**config.mk**
```make
export PLATFORM = sky130hd
export DESIGN_NAME = bgap_ctrl
export DESIGN_NICKNAME = d
export VERILOG_FILES = /design/src/rtl/bgap_pkg.sv /design/src/rtl/bgap_ctlreg.sv /design/src/rtl/bgap_seq.sv /design/src/rtl/bgap_clkgate.sv /design/src/rtl/bgap_ctrl.sv
export SDC_FILE = /design/constraint.sdc
export NUM_CORES = 1
export LEC_CHECK = 0
export ABC_AREA = 1
export BUFFER_PORTS_ARGS = -buffer_cell sky130_fd_sc_hd__buf_2
export CORE_UTILIZATION = 55
export CTS_CLUSTER_SIZE = 30
export DETAILED_ROUTE_END_ITERATION = 12
export PLACE_DENSITY = 0.88
export REMOVE_ABC_BUFFERS = 1
export SYNTH_ARGS = -nofsm -noshare
export SYNTH_HDL_FRONTEND = slang
export SYNTH_SLANG_ARGS = --single-unit
```
**constraint.sdc**
```tcl
create_clock -name clk -period 4.1 [get_ports clk]
set_clock_uncertainty 0.05 [all_clocks]
set_input_delay 0.615 -clock clk [delete_from_list [all_inputs] [get_ports clk]]
set_output_delay 0.615 -clock clk [all_outputs]
set_load 0.02 [all_outputs]
```
**src/rtl/bgap_pkg.sv**
```systemverilog
package bgap_pkg;

    typedef enum logic [2:0] {
        S_IDLE,
        S_RUNNING,
        S_STOP_PENDING,
        S_PAUSED,
        S_RESUMING
    } bgap_state_e;

    localparam int CTL_BITS  = 2;
    localparam int BIT_STOP  = 0;
    localparam int BIT_CONT  = 1;

endpackage

```
**src/rtl/bgap_ctlreg.sv**
```systemverilog
module bgap_ctlreg
    import bgap_pkg::*;
(
    input  logic                clk,
    input  logic                rst_n,
    input  logic                wr_en,
    input  logic [CTL_BITS-1:0] wdata,
    input  logic                dir_rd,
    input  logic                line_act,
    input  logic                wr_act,
    output logic                stop_q,
    output logic                cont_q,
    output logic [CTL_BITS-1:0] rdata
);

    logic watch_flag;
    logic watch_prev;
    logic restart_edge;
    logic cont_set;

    // Restart edge of the active flag that matches the latched direction
    assign watch_flag   = dir_rd ? line_act : wr_act;
    assign restart_edge = watch_flag & ~watch_prev;
    assign cont_set     = wr_en & ~stop_q & wdata[BIT_CONT];

    always_ff @(posedge clk or negedge rst_n) begin
        if (!rst_n) begin
            stop_q     <= 1'b0;
            cont_q     <= 1'b0;
            watch_prev <= 1'b0;
        end else begin
            watch_prev <= watch_flag;
            if (wr_en) begin
                stop_q <= wdata[BIT_STOP];
            end
            if (cont_set) begin
                cont_q <= 1'b1;
            end else if (restart_edge) begin
                cont_q <= 1'b0;
            end
        end
    end

    always_comb begin
        rdata           = '0;
        rdata[BIT_STOP] = stop_q;
        rdata[BIT_CONT] = cont_q;
    end

    // a write never sets continue while stop is held
    assert_cont_ignored_R2: assert property (@(posedge clk) disable iff (!rst_n)
        (wr_en && stop_q && !cont_q) |=> !cont_q);

endmodule

```
**src/rtl/bgap_seq.sv**
```systemverilog
module bgap_seq
    import bgap_pkg::*;
#(
    parameter int BLK_W = 8
) (
    input  logic             clk,
    input  logic             rst_n,
    input  logic             start,
    input  logic             start_rd,
    input  logic [BLK_W-1:0] blk_total,
    input  logic             blk_end,
    input  logic             stop_req,
    input  logic             cont_req,
    input  logic             rdwait_ok,
    output logic             dir_rd,
    output logic             rd_active,
    output logic             wr_active,
    output logic             dat_active,
    output logic             dat_inhibit,
    output logic             xfer_done,
    output logic             read_wait,
    output logic             gate_req,
    output logic             wr_hold
);

    localparam logic [BLK_W-1:0] ONE_BLK = BLK_W'(1);

    bgap_state_e       state, state_nx;
    logic [BLK_W-1:0]  remaining, remaining_nx;
    logic              dir_nx;
    logic              done_nx;
    logic              last_blk;
    logic              moving;

    assign last_blk = (remaining <= ONE_BLK);

    // Next-state decision
    always_comb begin
        state_nx     = state;
        remaining_nx = remaining;
        dir_nx       = dir_rd;
        done_nx      = 1'b0;
        unique case (state)
            S_IDLE: begin
                if (start) begin
                    state_nx     = S_RUNNING;
                    remaining_nx = blk_total;
                    dir_nx       = start_rd;
                end
            end
            S_RUNNING: begin
                if (blk_end) begin
                    remaining_nx = remaining - ONE_BLK;
                    if (last_blk) begin
                        state_nx = S_IDLE;
                        done_nx  = 1'b1;
                    end else if (stop_req) begin
                        state_nx = S_PAUSED;
                        done_nx  = 1'b1;
                    end
                end else if (stop_req) begin
                    state_nx = S_STOP_PENDING;
                end
            end
            S_STOP_PENDING: begin
                if (blk_end) begin
                    remaining_nx = remaining - ONE_BLK;
                    state_nx     = last_blk ? S_IDLE : S_PAUSED;
                    done_nx      = 1'b1;
                end
            end
            S_PAUSED: begin
                if (cont_req && !stop_req) begin
                    state_nx = S_RESUMING;
                end
            end
            S_RESUMING: begin
                state_nx = S_RUNNING;
            end
            default: begin
                state_nx = S_IDLE;
            end
        endcase
    end

    // State register
    always_ff @(posedge clk or negedge rst_n) begin
        if (!rst_n) begin
            state     <= S_IDLE;
            remaining <= '0;
            dir_rd    <= 1'b0;
            xfer_done <= 1'b0;
        end else begin
            state     <= state_nx;
            remaining <= remaining_nx;
            dir_rd    <= dir_nx;
            xfer_done <= done_nx;
        end
    end

    // Outputs decoded from state
    always_comb begin
        moving      = 1'b0;
        dat_inhibit = 1'b0;
        read_wait   = 1'b0;
        gate_req    = 1'b0;
        wr_hold     = 1'b0;
        unique case (state)
            S_IDLE: begin
            end
            S_RUNNING: begin
                moving      = 1'b1;
                dat_inhibit = 1'b1;
            end
            S_STOP_PENDING: begin
                moving      = 1'b1;
                dat_inhibit = 1'b1;
                wr_hold     = ~dir_rd;
            end
            S_PAUSED: begin
                read_wait = dir_rd & rdwait_ok;
                gate_req  = dir_rd & ~rdwait_ok;
                wr_hold   = ~dir_rd;
            end
            S_RESUMING: begin
                dat_inhibit = 1'b1;
            end
            default: begin
            end
        endcase
        rd_active  = moving & dir_rd;
        wr_active  = moving & ~dir_rd;
        dat_active = moving;
    end

    // no pause without a block end
    assert_gap_only_R1: assert property (@(posedge clk) disable iff (!rst_n)
        (state == S_STOP_PENDING && !blk_end) |=> (state != S_PAUSED));

    // pause entry gives a done pulse and idle flags
    assert_pause_entry_R7: assert property (@(posedge clk) disable iff (!rst_n)
        (state == S_STOP_PENDING && blk_end && !last_blk)
            |=> (xfer_done && !dat_active && !dat_inhibit));

    // final block returns to idle
    assert_last_block_R8: assert property (@(posedge clk) disable iff (!rst_n)
        (state != S_IDLE && state != S_PAUSED && state != S_RESUMING && blk_end && last_blk)
            |=> (state == S_IDLE && xfer_done));

    // no restart without an accepted continue
    assert_hold_pause_R3: assert property (@(posedge clk) disable iff (!rst_n)
        (state == S_PAUSED && !cont_req) |=> (state == S_PAUSED));

    // read-wait and clock gating are exclusive
    assert_hold_mode_R5: assert property (@(posedge clk) disable iff (!rst_n)
        read_wait |-> (!gate_req && !dat_active));

endmodule

```
**src/rtl/bgap_clkgate.sv**
```systemverilog
module bgap_clkgate (
    input  logic clk,
    input  logic rst_n,
    input  logic gate_req,
    output logic clk_en,
    output logic card_clk
);

    // Enable moves only on the falling edge, so the AND sees no glitch
    always_ff @(negedge clk or negedge rst_n) begin
        if (!rst_n) begin
            clk_en <= 1'b1;
        end else begin
            clk_en <= ~gate_req;
        end
    end

    assign card_clk = clk & clk_en;

    // settled request is reflected by the enable
    assert_gate_off_R6: assert property (@(posedge clk) disable iff (!rst_n)
        (gate_req && $past(gate_req)) |-> !clk_en);

    assert_gate_on_R6: assert property (@(posedge clk) disable iff (!rst_n)
        (!gate_req && !$past(gate_req)) |-> clk_en);

endmodule

```
**src/rtl/bgap_ctrl.sv**
```systemverilog
module bgap_ctrl
    import bgap_pkg::*;
#(
    parameter int BLK_W = 8
) (
    input  logic             clk,
    input  logic             rst_n,
    input  logic             reg_wr,
    input  logic [1:0]       reg_wdata,
    output logic [1:0]       reg_rdata,
    input  logic             xfer_start,
    input  logic             xfer_is_read,
    input  logic [BLK_W-1:0] xfer_blocks,
    input  logic             block_end,
    input  logic             rdwait_cap,
    output logic             card_clk,
    output logic             card_clk_en,
    output logic             dat2_read_wait,
    output logic             rd_active,
    output logic             wr_active,
    output logic             dat_active,
    output logic             dat_cmd_inhibit,
    output logic             xfer_done,
    output logic             wr_hold
);

    logic stop_q;
    logic cont_q;
    logic dir_rd;
    logic gate_req;

    bgap_ctlreg u_ctlreg (
        .clk      (clk),
        .rst_n    (rst_n),
        .wr_en    (reg_wr),
        .wdata    (reg_wdata),
        .dir_rd   (dir_rd),
        .line_act (dat_active),
        .wr_act   (wr_active),
        .stop_q   (stop_q),
        .cont_q   (cont_q),
        .rdata    (reg_rdata)
    );

    bgap_seq #(
        .BLK_W (BLK_W)
    ) u_seq (
        .clk         (clk),
        .rst_n       (rst_n),
        .start       (xfer_start),
        .start_rd    (xfer_is_read),
        .blk_total   (xfer_blocks),
        .blk_end     (block_end),
        .stop_req    (stop_q),
        .cont_req    (cont_q),
        .rdwait_ok   (rdwait_cap),
        .dir_rd      (dir_rd),
        .rd_active   (rd_active),
        .wr_active   (wr_active),
        .dat_active  (dat_active),
        .dat_inhibit (dat_cmd_inhibit),
        .xfer_done   (xfer_done),
        .read_wait   (dat2_read_wait),
        .gate_req    (gate_req),
        .wr_hold     (wr_hold)
    );

    bgap_clkgate u_clkgate (
        .clk      (clk),
        .rst_n    (rst_n),
        .gate_req (gate_req),
        .clk_en   (card_clk_en),
        .card_clk (card_clk)
    );

endmodule

```
==> key figures <==
Floorplan
  • Initial Utilization: 58.0%
  • Die span in x: 47.3 um
  • Die area: 2230 um^2
  • Die height: 47.3 um
  • IO Count: 28
  • Row count: 16
  • Core Region: 1940 um^2

Placement
  • GP Congestion: 0.881
  • DP HPWL: 1.90 mm
  • Port buffer count: 27
  • Dpl cell area: 1260 um^2

Timing
  • Pins over their slew limit: 0
  • RSZ-0062 raised after global routing: false
  • Slew margin rel.: 81.8%
  • Setup violators final: 0
  • Setup TNS: 0 ns
  • Final Hold Fails: 0
  • Slew of the pin with the lowest slew margin: 0.273 ns

GRT
  • GR Util met2: 41.6%
  • Vias in the first global route: 987
  • Antenna violations before repair: 0
  • Met1 global-route usage: 28.2%
  • Congestion Overflow GR: 0
  • Pin count of the biggest net entering global routing: 17
  • Global-route wire length before repair: 3.88 mm
  • Gr usage total: 25.5%
  • Met3 Use GR: 8.85%
  • GR peak layer: met2

Setup path
  • R2r setup slk: 1.15 ns
  • R2r endpoint: u_clkgate.clk_en$_DFF_NN1_
  • Worst-path fanout max: 2
  • CP Cell Sequence: nand2_1, inv_1, buf_2
  • Crit. End Element: primary output
  • CP max stage cell: dfstp_2
  • Crit Reg-Reg Startpoint: u_seq.state[2]$_DFFE_PN0P_
  • Worst reg2reg path depth: 4
  • Crit path arrival time: 3.28 ns
  • Crit. Startpoint: u_clkgate.clk_en$_DFF_NN1_
  • Required time worst endpoint: 3.43 ns
  • WP depth: 3
  • WP buf/inv: 2
  • Kind of critical path: reg2out
  • CP startpoint kind: flop
  • Slowest stage delay, CP: 0.52 ns
  • Top delay family on crit path: flip-flops

Detailed routing
  • Vias per std cell: 4.98
  • Post-route DRC: 0
  • Antenna-violating nets left: 0
  • 1st-iter DRT viols: 25
  • Wire per inst: 11.0 um
  • Routed WL: 2.43 mm
  • Overall via count from detail_route: 1,095
  • Detailed-router iteration count before antenna repair: 4

Clock tree
  • Post-CTS sizing: 0
  • Setup bufs post-CTS: 0
  • CTS tree: yes
  • Hold_buf cts: 0
  • Clk pin slew, worst setup/hold paths: 0.11 ns
  • Worst-skew pair later-pin latency: 0.41 ns

Yosys
  • Synth top area share: 35.6%
  • Unique masters post-synth: 23
  • Mux cell area share after synthesis: 0%
  • Synth Cell Area: 1130 um^2
  • Simple-gate portion of the synthesized area: 38.6%
  • Synth Area in Adders: 2.22%
  • Post-synth EDFFs: 0
  • FF+latch count, synth: 17
  • Post-synthesis sequential area ratio: 37.9%
  • Ys async rst share: 100%
  • Area leader, netlist: dfrtp_1
  • Post-Synth XOR/XNOR Area: 1.56%
  • Main synth FF type: dfrtp_1
  • Mapped Avg Cell Area: 6.95 um^2
  • Largest family of logic cells by synthesized area: simple AND/OR/NAND/NOR gates
  • Warnings from Yosys: 0
  • Synth area leaders: dfrtp_1, nand2_1, inv_1
  • Synthesized instance count: 162
  • Synth Area in Compound Gates: 8.56%

Cells and area
  • ANT cells: 0
  • Reg area: 427 um^2
  • Fill count: 173
  • Multi-input gate area: 573 um^2
  • Syn-to-layout area delta: 16.7%
  • Share of layout cells above drive strength 1: 24.9%
  • Cell area after layout: 1310 um^2
  • Nets@finish: 213

Power
  • Static Leakage: 0.758 nW
  • Worst IR Drop VDD: 576 uV
  • Power Dens Cells: 926 nW/um^2

Worst hold path
  • Type of the tightest min-delay check: in2async

Outcome
  • Outcome: complete, no violations

Run
  • Max-Cap Viols: 0
==> kinds of logic after synthesis <==
family,after synthesis
flops,17
buf+inv,27
simple gates,98
fa+ha+maj,2
xor+xnor,2
compound gates,16
==> cells in the final DEF (no fill, tap or decap), types with 3 or more instances in the layout <==
cell,count
inv_1,20
a21oi_1,3
o21ai_2,4
nor2_1,20
clkbuf_4,6
nand2_1,56
dfrtp_1,16
buf_2,27
o21ai_0,8
nand3_1,13
==> state kept, by name, summed over array words and instances (netlist names) <==
register,flops
u_ctlreg.cont_q,1
u_seq.remaining,8
u_clkgate.clk_en,1
u_ctlreg.stop_q,1
u_ctlreg.watch_prev,1
u_seq.dir_rd,1
u_seq.xfer_done,1
u_seq.state,3
==> how the worst max path moves through the flow <==
stage	end
floorplan	card_clk
global placement	card_clk
detailed placement	card_clk
CTS	card_clk
global route	card_clk
finish	card_clk
==> per-stage QoR <==
step	setup WS, ns	cells	hold slack [ns]	utilization (%)	total power (W)
after floorplan	0.618	158	0.269	-	0.000898
after global placement	0.665	213	0.412	65.1	0.00105
after detailed placement	0.664	213	0.425	65.1	0.00109
after CTS	0.151	220	0.150	67.7	0.00122
after global routing	0.0915	220	0.156	67.7	0.00135
final	0.159	220	0.136	67.7	0.00122
==> final cells by class <==
type	instances	share of cell area (%)
sequential	17	32.5
clock inverter	2	0.571
clock buffer	8	4.10
inverter	21	6.19
multi-input combinational	118	43.6
tap	27	2.57
timing repair buffer	27	10.5
==> per-layer routing <==
metal / wire length, um / vias up
li1: - / 568
met1: 1040 / 485
met2: 1230 / 33
met3: 94 / 9
met4: 59 / 0
met5: 0 / -
==> power by group <==
group,switching (W),total (W),internal [W]
sequential,0.0000612,0.000308,0.000247
clock,0.0000874,0.000169,0.0000821
combinational,0.000496,0.000739,0.000243
total,0.000645,0.00122,0.000572
==> cells in the mapped netlist, types with 2 or more instances <==
library cell  instances
a21oi_1               3
nand2_4               2
o21ai_0               8
buf_6                 2
inv_1                20
nor2_1               20
o21ai_2               4
nand3_1              13
buf_4                 2
inv_2                 2
nand3_2               2
nand4_1               2
nand2_1              56
dfrtp_1              16
ha_1                  2
No activity file was read; power rests on OpenSTA's default activity.
